**config.mk**
```make
export PLATFORM = sky130hd
export DESIGN_NAME = mem_map_decoder
export DESIGN_NICKNAME = d
export VERILOG_FILES = /design/src/rtl/mm_pkg.sv /design/src/rtl/mm_ctrl.sv /design/src/rtl/mm_datapath.sv /design/src/rtl/mem_map_decoder.sv
export SDC_FILE = /design/constraint.sdc
export NUM_CORES = 1
export LEC_CHECK = 0
export CAP_MARGIN = 5
export CORE_MARGIN = 8
export CORE_UTILIZATION = 36
export DETAILED_ROUTE_END_ITERATION = 6
export PLACE_DENSITY = 0.84
export SKIP_LAST_GASP = 1
export SLEW_MARGIN = 0
export SYNTH_ARGS = -nofsm -noshare
export SYNTH_HDL_FRONTEND = slang
export SYNTH_HIERARCHICAL = 1
export SYNTH_SLANG_ARGS = --single-unit
export TNS_END_PERCENT = 10
```
**constraint.sdc**
```tcl
create_clock -name clk -period 1.2 [get_ports clk]
set_input_delay 0.18 -clock clk [delete_from_list [all_inputs] [get_ports clk]]
set_output_delay 0.18 -clock clk [all_outputs]
set_load 0.03 [all_outputs]
```
**src/rtl/mm_pkg.sv**
```systemverilog
package mm_pkg;
  typedef enum logic [1:0] {
    MODE_SINGLE = 2'b00,
    MODE_EXP    = 2'b01,
    MODE_BOOT   = 2'b10,
    MODE_TEST   = 2'b11
  } opMode_e;

  // Write strobes that control hands to the datapath after gating
  typedef struct packed {
    logic mapWe;
    logic romWe;
  } cfgStrobe_t;
endpackage

```
**src/rtl/mm_ctrl.sv**
```systemverilog
module mm_ctrl
  import mm_pkg::*;
#(
  parameter int WINDOW = 64
) (
  input  logic       clk,
  input  logic       rstN,
  input  opMode_e    mode,
  input  logic       busCycle,
  input  logic       mapWrEn,
  input  logic       romCfgWrEn,
  output cfgStrobe_t strobe
);
  localparam int CNT_W = $clog2(WINDOW + 1);
  localparam logic [CNT_W-1:0] LIMIT = CNT_W'(WINDOW);

  logic [CNT_W-1:0] cycleCnt;
  logic             special;
  logic             windowOpen;

  // Saturating count of bus cycles since reset
  always_ff @(posedge clk) begin
    if (!rstN) begin
      cycleCnt <= '0;
    end else if (busCycle && (cycleCnt != LIMIT)) begin
      cycleCnt <= cycleCnt + 1'b1;
    end
  end

  always_comb begin
    special      = (mode == MODE_BOOT) || (mode == MODE_TEST);
    windowOpen   = (cycleCnt < LIMIT);
    strobe.mapWe = mapWrEn && (special || windowOpen);
    strobe.romWe = romCfgWrEn && special;
  end
endmodule

```
**src/rtl/mm_datapath.sv**
```systemverilog
module mm_datapath
  import mm_pkg::*;
#(
  parameter int          ADDR_W       = 16,
  parameter int          PAGE_W       = 4,
  parameter int          RAM_BYTES    = 512,
  parameter int          REG_BYTES    = 64,
  parameter int          ROM_BYTES    = 16384,
  parameter int          BOOT_BYTES   = 256,
  parameter int          VEC_BYTES    = 64,
  parameter logic [15:0] BOOT_BASE    = 16'hBF00,
  parameter logic [3:0]  RAM_PAGE_RST = 4'h0,
  parameter logic [3:0]  REG_PAGE_RST = 4'h1
) (
  input  logic              clk,
  input  logic              rstN,
  input  opMode_e           mode,
  input  cfgStrobe_t        strobe,
  input  logic [7:0]        wrData,
  input  logic [ADDR_W-1:0] addr,
  output logic              selReg,
  output logic              selRam,
  output logic              selBootRom,
  output logic              selRom,
  output logic              selExt,
  output logic [ADDR_W-1:0] mappedAddr,
  output logic              romOn,
  output logic [PAGE_W-1:0] ramPage,
  output logic [PAGE_W-1:0] regPage
);
  localparam int OFF_W   = ADDR_W - PAGE_W;
  localparam int RAM_AW  = $clog2(RAM_BYTES);
  localparam int REG_AW  = $clog2(REG_BYTES);
  localparam int ROM_AW  = $clog2(ROM_BYTES);
  localparam int BOOT_AW = $clog2(BOOT_BYTES);
  localparam int VEC_AW  = $clog2(VEC_BYTES);

  logic regHit, ramHit, bootHit, vecHit, romHit;

  // Configuration registers
  always_ff @(posedge clk) begin
    if (!rstN) begin
      ramPage <= RAM_PAGE_RST;
      regPage <= REG_PAGE_RST;
      romOn   <= (mode != MODE_EXP);
    end else begin
      if (strobe.mapWe) begin
        ramPage <= wrData[7:4];
        regPage <= wrData[3:0];
      end
      if (strobe.romWe) begin
        romOn <= wrData[0];
      end
    end
  end

  // Target hits
  always_comb begin
    regHit  = (addr[ADDR_W-1:OFF_W] == regPage) && (addr[OFF_W-1:REG_AW] == '0);
    ramHit  = (addr[ADDR_W-1:OFF_W] == ramPage) && (addr[OFF_W-1:RAM_AW] == '0);
    vecHit  = (mode == MODE_BOOT) && (&addr[ADDR_W-1:VEC_AW]);
    bootHit = ((mode == MODE_BOOT) &&
               (addr[ADDR_W-1:BOOT_AW] == BOOT_BASE[ADDR_W-1:BOOT_AW])) || vecHit;
    romHit  = romOn && (&addr[ADDR_W-1:ROM_AW]);
  end

  // Priority resolution
  always_comb begin
    selReg     = regHit;
    selRam     = !regHit && ramHit;
    selBootRom = !regHit && !ramHit && bootHit;
    selRom     = !regHit && !ramHit && !bootHit && romHit;
    selExt     = !regHit && !ramHit && !bootHit && !romHit;
    if (selBootRom && vecHit) begin
      mappedAddr = {BOOT_BASE[ADDR_W-1:BOOT_AW], addr[BOOT_AW-1:0]};
    end else begin
      mappedAddr = addr;
    end
  end
endmodule

```
**src/rtl/mem_map_decoder.sv**
```systemverilog
module mem_map_decoder
  import mm_pkg::*;
#(
  parameter int WINDOW = 64
) (
  input  logic        clk,
  input  logic        rstN,
  input  logic [1:0]  mode,
  input  logic [15:0] addr,
  input  logic        busCycle,
  input  logic        mapWrEn,
  input  logic        romCfgWrEn,
  input  logic [7:0]  wrData,
  output logic        selReg,
  output logic        selRam,
  output logic        selBootRom,
  output logic        selRom,
  output logic        selExt,
  output logic [15:0] mappedAddr
);
  cfgStrobe_t strobe;
  opMode_e    modeE;
  logic       romOn;
  logic [3:0] ramPage;
  logic [3:0] regPage;

  assign modeE = opMode_e'(mode);

  mm_ctrl #(.WINDOW(WINDOW)) i_ctrl (
    .clk(clk), .rstN(rstN), .mode(modeE), .busCycle(busCycle),
    .mapWrEn(mapWrEn), .romCfgWrEn(romCfgWrEn), .strobe(strobe)
  );

  mm_datapath i_dp (
    .clk(clk), .rstN(rstN), .mode(modeE), .strobe(strobe), .wrData(wrData),
    .addr(addr), .selReg(selReg), .selRam(selRam), .selBootRom(selBootRom),
    .selRom(selRom), .selExt(selExt), .mappedAddr(mappedAddr),
    .romOn(romOn), .ramPage(ramPage), .regPage(regPage)
  );
endmodule

```
# Word-level counts from Yosys, hierarchy flattened
# Index checks and enable logic that the tools add are counted.
# word_totals
regBits	16
input_bits	31
out_inout_bits	21
elab_cells	43
# classes
add_sub_neg	1
order_cmp	1
n_eq_ne	8
n_mux	3
n_reduce_logical	26
# op_table
cell	count
$mux W16	1
$logic_and A1 B1 Y1	15
$reduce_and A10 Y1	1
$eq A4 B4 Y1	2
$eq A8 B8 Y1 const B	1
$add A7 B1 Y7 const B	1
$lt A7 B7 Y1 const B	1
$ne A7 B7 Y1 const B	1
$logic_not A6 Y1	1
$eq A2 B2 Y1 const B	2
$logic_not A1 Y1	4
$ne A2 B1 Y1 const B	2
$logic_not A3 Y1	1
$logic_or A1 B1 Y1	3
$mux W1	2
$reduce_and A2 Y1	1

# Depth between registers and ports, before layout
# Gate-level depths: netlist of run 1.
# depth
word_depth	7
mapped_depth	5
ltp_nobuf	5

# By module
# The synthesis of run 1 kept the hierarchy.
# modules_own_cells
mod	instances	cells_each	area_per_inst_um2
mm_datapath	1	73	640.6
mm_ctrl	1	47	404.1

# Worst setup path after synthesis of run 1
# Ideal clock, no wire load.
# synth_timing
kind	register to output
start	reg i_dp.regPage[0]
end	out selRam
arrival_ns	1.637
required_time_ns	1.020
slack_ns	-0.617
path_stages_with_launch	5
path_buffers	0
cell_sequence	dfxtp_1 > xnor2_1 > nand4_1 > nor3_2 > nor4_1
# synth_between
elab_chain_cells	4
# synth_rtl
item	line_no	source
start: declaration	mm_datapath.sv:29	output logic [PAGE_W-1:0] regPage
start signal: assignment	mm_datapath.sv:49	regPage <= wrData[3:0];
$eq A4 B4 Y1	mm_datapath.sv:59	regHit = (addr[ADDR_W-1:OFF_W] == regPage) && (addr[OFF_W-1:REG_AW] == '0);
$logic_and A1 B1 Y1	mm_datapath.sv:59	
net selReg	mem_map_decoder.sv:14	output logic selReg,
$logic_not A1 Y1	mm_datapath.sv:70	selRam = !regHit && ramHit;
$logic_and A1 B1 Y1	mm_datapath.sv:70	
end: declaration	mem_map_decoder.sv:15	output logic selRam,
# The timed path passes the listed nets, and every way through them passes these cells.

# Worst setup path in the final report of run 1
# layout_timing
start	reg i_dp.ramPage[2]
end	out selRam
# layout_between
elab_chain_cells	3
# layout_rtl
item	line_no	source
start: declaration	mm_datapath.sv:28	output logic [PAGE_W-1:0] ramPage,
start signal: assignment	mm_datapath.sv:48	ramPage <= wrData[7:4];
$eq A4 B4 Y1	mm_datapath.sv:60	ramHit = (addr[ADDR_W-1:OFF_W] == ramPage) && (addr[OFF_W-1:RAM_AW] == '0);
$logic_and A1 B1 Y1	mm_datapath.sv:60	
$logic_and A1 B1 Y1	mm_datapath.sv:70	
# No other way between the ends.

==> summary by stage, run 1 <==
Floorplanning
The I/O pin total is 52. The starting density of the core is 37.9%. The die covers 4880 sq um. The die is 69.9 um wide. The floorplan step set the die height to 69.9 um. Row generation in the floorplan step produced 19 rows. The region available for standard cell placement spans 2760 sq um.

Detailed routing
The number of remaining DRC errors is 0. Using the TritonRoute via totals, the vias-per-cell ratio works out to 5.19. The number of nets with antenna violations after detailed routing is 0. The initial detailed-routing violation count is 30. The average wire per cell in the routed design is 15.1 um.

Wires add up to 3090 um. The number of iterations in the first detailed-routing pass is 4. The detailed router placed 1058 vias in this run.

Timing
The worst pin sits at a relative slew slack of 68.4%. Setup repair after global routing could not meet its margin everywhere. For the final routed database, the setup TNS stands at -2.45 ns.

The setup-violating endpoint count in the final report is 10. The smallest clock period supported by the final layout is computed as 1.67 ns. The number of pins with negative max-slew slack in the final report is 0. The number of failing hold endpoints at the final stage is 0.

Once routing completed, OpenROAD measured the worst setup slack at -0.469 ns. Hold timing on the final database bottoms out at a slack of 0.360 ns. The setup skew after layout is 0.0103 ns. Timing would allow up to 0.599 GHz. The post-route fraction of the period consumed by the critical path is 139%.

For the pin with the worst max-slew slack, the measured transition is 0.473 ns.

Final layout
The fill cell total of the finished layout is 257. The number of non-filler instances in the completed layout is 204. Across the whole layout, storage elements account for 335 sq um. The post-layout net count is 207. The number of antenna diodes in the final layout is 0.

The layout cell share with drive strength beyond 1 is 37.0%. The multi-input combinational cells in the finished layout cover a total of 671 sq um. The area growth from synthesis to final layout is 59.3%.

The cell area after layout is 1660 sq um.

GRT
For this run the aggregate overflow at the end of global routing stands at 0. The overall global routing resource usage is 12.7%. The number of global-route vias before repair came to 1149.

The initial antenna violation count was 0. The first-pass GRT wire length is 5240 um. The pin count of the biggest net entering global routing is 18.

Yosys
The fraction of the mapped netlist area in adder cells is 2.40%. The post-synthesis mux area share is 7.66%. By area the synthesized netlist is led by dfxtp_1 29%, mux2i_1 7.7%, buf_4 6.5%. Of the total synthesized cell area, the portion taken by XOR and XNOR cells is 8.38%. The top cell type by area accounts for 28.7% of the synthesized area.

Summing the areas of all and, or, nand and nor instances in the mapped netlist gives 30.1% of the synthesized area. The netlist area before placement is 1040 sq um. The net count of the mapped netlist is 153. The count of distinct cell types in the synthesized netlist is 38. Summing the areas of all compound-gate instances in the mapped netlist gives 7.31% of the synthesized area. The post-synthesis instance total is 120. The number of storage elements in the synthesis netlist is 16. The proportion of synthesized chip area in sequential cells is 31.6%. By area, the combinational part of the netlist is dominated by simple AND/OR/NAND/NOR gates.

In this run the mean area of a mapped cell was 8.71 sq um. The number of warnings printed during yosys synthesis is 6. The cell type with the largest total area after synthesis is dfxtp_1.

CTS
The number of buffers added by the clock tree synthesis step is 3. TritonCTS built the clock tree. The clock passes through at most 2 buffers. The latest clock arrival within the worst-skew pair is 0.28 ns. The clock tree root driver cell is clkbuf_4. The clock-pin transition on the worst setup and hold timing paths is 0.10 ns. The total clock sinks is 16. The number of H-tree branching levels is 1. The count of hold buffers inserted by post-cts repair is 0.

Power and ir drop
The worst ir drop on vdd is 0.699 mV. The fraction of power spent switching nets is 31.2%. For this design the static power due to leakage is 0.743 nW.

The total power draw is 0.00140 W. The combinational group share of total power is 36.1%. Of the total power, registers draw 43.0%. Internal power comes to 0.000965 W.

Of the total power, the clock network draws 21.0%. The net switching power figure is 0.000438 W. The power density normalized to cell area is 843 nW/um^2.

Worst setup path
The kind of critical path is flip-flop to output port. The worst setup path startpoint is i_dp/ramPage[2]. The arrival time reported for the critical path endpoint is 1.49 ns. The worst setup path is launched from a flip-flop.

STA puts the critical path data required time at 1.02 ns. The worst setup path is captured at an output port. The worst register-to-register path begins at i_ctrl/cycleCnt[0]. The maximum net fanout on the critical path is 2.

Run status
The checks that failed: setup timing. The run finished, with violations left.

Place
The congestion estimate from routability-driven global placement came to 0.840. The total placed instance area is 1560 sq um. The final HPWL from detailed placement is 2450 um. Port buffering added 39 buffers. The count of placed standard cells including taps is 199.

Hold path
In this run the worst hold path is classified as primary input to output port. In this run the most critical hold path is launched from addr[3].

Run
Max-cap violations in this run came to 0.
-- repair_timing --
action | CTS | global route
setup endpoints to repair | 18 | 12
gates resized for setup | 31 | 2
buffers inserted | 2 | 0
pin swaps | 13 | 2
-- worst paths after layout --
| kind | end | slack, ns | cells after the start |
|---|---|---|---|
| setup / recovery | selRam | -0.47 | 5 |
| hold / removal | mappedAddr[3] | 0.36 | 0 |
| setup reg to reg | i_ctrl/cycleCnt[2] | -0.14 | 5 |
| hold reg to reg | i_dp/regPage[0] | 0.49 | 2 |
-- registers in the layout, indices dropped and copies added (netlist names) --
| name | count |
|---|---|
| i_dp/regPage | 4 |
| i_ctrl/cycleCnt | 7 |
| i_dp/ramPage | 4 |
| i_dp/romOn | 1 |
-- layout make-up --
type | instances | area share (%)
inverters | 6 | 1.35
clock buffers | 4 | 1.58
multi-input cells | 80 | 40.3
flip-flops and latches | 16 | 20.2
well taps | 31 | 2.33
repair buffers | 67 | 34.3
-- synth_stat cells, drive strengths merged --
cell type    instances
a31o                 1
buf                 11
o31ai                1
nand3                3
a2111oi              1
xor2                 6
clkbuf               6
a21boi               1
and2                 2
o21ai                2
nor3b                2
and3b                1
xnor2                4
ha                   2
nor3                 4
and4                 1
or3                  4
inv                  6
a21bo                1
nand4b               1
dlygate4sd1          1
nor2                 2
edfxtp               1
or4b                 1
nand2                5
o21a                 1
nor4                 1
nor4b                1
mux2i                8
a21oi                3
nand4               11
nor2b                8
dfxtp               15
nand2b               2
-- logic make-up (layout without fill, tap and decap cells) --
family,after synthesis,count (layout)
fa+ha+maj,2,2
compound gates,11,11
flops,16,16
mux,8,8
buf+inv,24,77
xor+xnor,10,10
simple gates,49,49
-- layout by cell type, fill, tap and decap left out, drive strengths merged, types with 2 or more instances in the layout --
| master | count |
|---|---|
| buf | 42 |
| dfxtp | 15 |
| clkdlybuf4s50 | 12 |
| dlygate4sd2 | 11 |
| nand4 | 11 |
| nor2b | 8 |
| mux2i | 8 |
| inv | 6 |
| xor2 | 6 |
| nand2 | 5 |
| or3 | 4 |
| clkbuf | 4 |
| nor3 | 4 |
| xnor2 | 4 |
| a21oi | 3 |
| nand3 | 3 |
| and2 | 2 |
| nand2b | 2 |
| o21ai | 2 |
| nor2 | 2 |
| ha | 2 |
| clkdlybuf4s15 | 2 |
| nor3b | 2 |
-- power groups by stage --
stage	logic [W]	clock network [W]	registers, W
6_report	0.000506	0.000294	0.000603
5_1_grt	0.000544	0.000326	0.000609
4_1_cts	0.000500	0.000295	0.000602
3_5_place_dp	0.000489	0	0.000611
3_3_place_gp	0.000466	0	0.000610
2_1_floorplan	0.000268	0	0.000613
-- stage by stage --
step	util, %	setup slack, ns
2_1_floorplan	-	-0.191
5_1_grt	60.3	-0.545
3_3_place_gp	56.7	-0.716
4_1_cts	60.0	-0.478
6_report	60.3	-0.469
3_5_place_dp	56.7	-0.737
-- critical path: stages (launching register included) --
cell and delay (ns):
dfxtp_2 0.35, xnor2_2 0.14, nand3_2 0.14, buf_6 0.15
nor4_4 0.24, buf_4 0.19
-- per-layer routing --
| metal | share of wire, % | GRT usage [%] | vias to the layer above |
|---|---|---|---|
| met2 | 53 | 24.3 | 54 |
| met4 | 0.29 | 2.90 | 0 |
| met1 | 39 | 12.9 | 486 |
| met5 | 0 | 0 | - |
| met3 | 7.8 | 4.10 | 4 |
| li1 | - | - | 514 |
No activity file was read; power rests on OpenSTA's default activity.
==> run 2, diff against run 1 <==
- CORE_UTILIZATION: 36 -> 40
- MAX_ROUTING_LAYER: default -> met4
- PLACE_DENSITY: 0.84 -> 0.88
- clock period: 1.2 -> 1.8 ns (I/O delays scaled with it)
==> run 2 against run 1 <==
  * The run now ends clean
  * Cell count is 6.9% lower
  * Clock power shrank 22%
  * Sequential cell count unchanged
  * Critical path depth unchanged
  * Via count shrank 4.7%
  * Largest cell class unchanged
  * Highest routed layer unchanged
==> summary by stage, run 2 (same netlist as run 1, synthesis figures left out) <==
Place
The HPWL after detailed placement is 2340 um. The count of placed standard cells including taps is 187. At the end of routability-driven placement, the weighted congestion stood at 0.904. The count of input and output buffers is 39.

Final layout
The largest registers in the layout are i_ctrl/cycleCnt: 7 flops, i_dp/ramPage: 4 flops, i_dp/regPage: 4 flops. Leaving out fill and tap cells, the most frequent cell in the layout is buf_4. The layout cell share with drive strength beyond 1 is 34.4%. Summing all multi-input logic gate instances after layout gives 677 sq um.

The sequential cell area is 334 sq um. Ranked by flip-flop count, first place goes to i_ctrl/cycleCnt. The number of non-filler instances in the completed layout is 190. The library cells used most frequently in the layout, excluding fill and tap cells, are 22 x buf_4, 14 x clkdlybuf4s50_1, 12 x dfxtp_1, 10 x nand4_1. The number of antenna diodes in the final layout is 0. The filler cells instantiated in the layout total 216. The register with the most flip-flops in the layout has 7 of them. The final layout contains 194 nets. The area growth from synthesis to final layout is 51.0%.

Timing
The worst hold slack is 0.510 ns. In the finished design, the share of the clock period the worst path needs comes to 99.1%. The setup-violating endpoint count in the final report is 0. Static timing analysis puts the maximum clock frequency at 0.560 GHz. Across the routed clock network, the largest skew measured is 0.00106 ns.

Setup repair after global routing could not meet its margin everywhere. The number of failing hold endpoints at the final stage is 0. The worst-case headroom to the max-slew limit is 68.7%. The number of pins with negative max-slew slack in the final report is 0. The transition time at the pin with the least slew margin is 0.469 ns. The time the final worst path needs with I/O delays and setup is 1.78 ns.

CTS
The TritonCTS clock tree is yes. The clock-pin transition on the worst setup and hold timing paths is 0.09 ns. Counting every sink on the clock net gives 16. For this design, the CTS-stage hold fixing added 0 buffers. In this run, CTS created clock tree buffers numbering 3.

The latest clock arrival within the worst-skew pair is 0.28 ns. Counting along the longest clock path gives a buffer depth of 2. The clock tree root driver cell is clkbuf_4. The number of H-tree branching levels is 1.

Run status
The flow ran to the end, and the final reports show no timing, DRC or antenna violations.

Detailed routing
The number of iterations in the first detailed-routing pass is 4. The highest metal layer carrying signal wires in the routed design is met4. The wire length the detailed router placed on met1 is 1110 um. The amount of wire on met2 after detailed routing is 1600 um.

After detailed routing, the number of vias per cell comes to 5.31. The average wire per cell in the routed design is 15.7 um. The routed design has 2980 um of wire. For this block, the initial DRC count from the detailed router was 42. The total vias in the final route is 1008.

For this run, design rule violations remaining after detail routing come to 0. The detail route stage leaves a number of antenna-violating nets equal to 0. The met3 routed wirelength is 265 um.

Floorplanning
The row count is 18. For this configuration, the core starts out at a cell density of 42.2%. The core region area is 2480 sq um. The die covers 4500 sq um. The die is 67.1 um wide.

The I/O pin total is 52. Measured along the y axis, the die boundary spans 67.1 um.

GRT
Entering global routing, the biggest net connects 18 pins. The first global-routing pass estimated 4580 um of wire. The initial antenna violation count was 0. The global-route congestion overflow total is 0.

The number of global-route vias before repair is 1078. The overall global routing resource usage is 13.2%.

Run
Max-cap violations in this run came to 0.

Power and ir drop
The worst ir drop on vdd is 0.411 mV. The leakage power figure is 0.683 nW. Total power for the finished layout comes to 0.000933 W. The power density normalized to cell area is 591 nW/um^2.

Worst setup path
The maximum net fanout on the critical path is 4. STA puts the critical path data arrival time at 1.51 ns. The critical path is of the flip-flop to output port type.

The worst setup path is captured at an output port. The worst setup path is launched from a flip-flop. The endpoint required time on the critical path is 1.53 ns.

Hold path
The path category of the worst min-delay check is flip-flop to flip-flop.
==> run 2: critical path, stage by stage, from the launching register on <==
cell and delay (ns):
dfxtp_2 0.37, xnor2_2 0.12, nand4_1 0.20, nor3_4 0.26, buf_4 0.16, buf_6 0.12
==> run 2: final timing paths <==
kind,startpoint,end,slack [ns],depth (start not counted)
max,i_dp/regPage[1],selReg,0.02,5
min,i_dp/regPage[0],i_dp/regPage[0],0.51,2
max reg2reg,i_ctrl/cycleCnt[0],i_ctrl/cycleCnt[2],0.25,5
min reg2reg,i_dp/regPage[0],i_dp/regPage[0],0.51,2
==> run 2: where the power goes <==
| part | leakage (nW) | internal, W | switching (W) | total [W] |
|---|---|---|---|---|
| Sequential | 0.133 | 0.000383 | 0.0000292 | 0.000413 |
| Clock | 0.0210 | 0.000123 | 0.000107 | 0.000230 |
| Combinational | 0.529 | 0.000147 | 0.000143 | 0.000290 |
==> run 2: cell type report <==
| class | count | share of cell area, % |
|---|---|---|
| Timing Repair Buffer | 54 | 29.8 |
| Sequential cell | 16 | 21.2 |
| Inverter | 6 | 1.43 |
| Multi-Input combinational cell | 80 | 42.9 |
| Tap cell | 30 | 2.38 |
| Clock buffer | 4 | 2.30 |
==> run 2: repair_timing <==
action	in CTS	in global routing
setup endpoints to repair	5	4
resized for setup	33	14
pin swaps	8	7
buffers inserted	1	0
==> run 2: layer usage <==
metal | vias to the layer above | track usage, %
met5 | - | -
met4 | 0 | 4.44
met3 | 2 | 3.36
met2 | 46 | 25.1
met1 | 470 | 12.6
li1 | 490 | -
==> run 2: through the flow <==
| stage | TNS, ns | setup WS (ns) | utilization [%] | area [sq um] |
|---|---|---|---|---|
| floorplan | 0 | 0.0820 | - | 1050 |
| global placement | -1.25 | -0.298 | 58.9 | 1460 |
| detailed placement | -1.35 | -0.342 | 58.9 | 1460 |
| CTS | -0.00655 | -0.00655 | 63.5 | 1570 |
| global route | -0.0777 | -0.0443 | 63.7 | 1580 |
| finish | 0 | 0.0153 | 63.7 | 1580 |
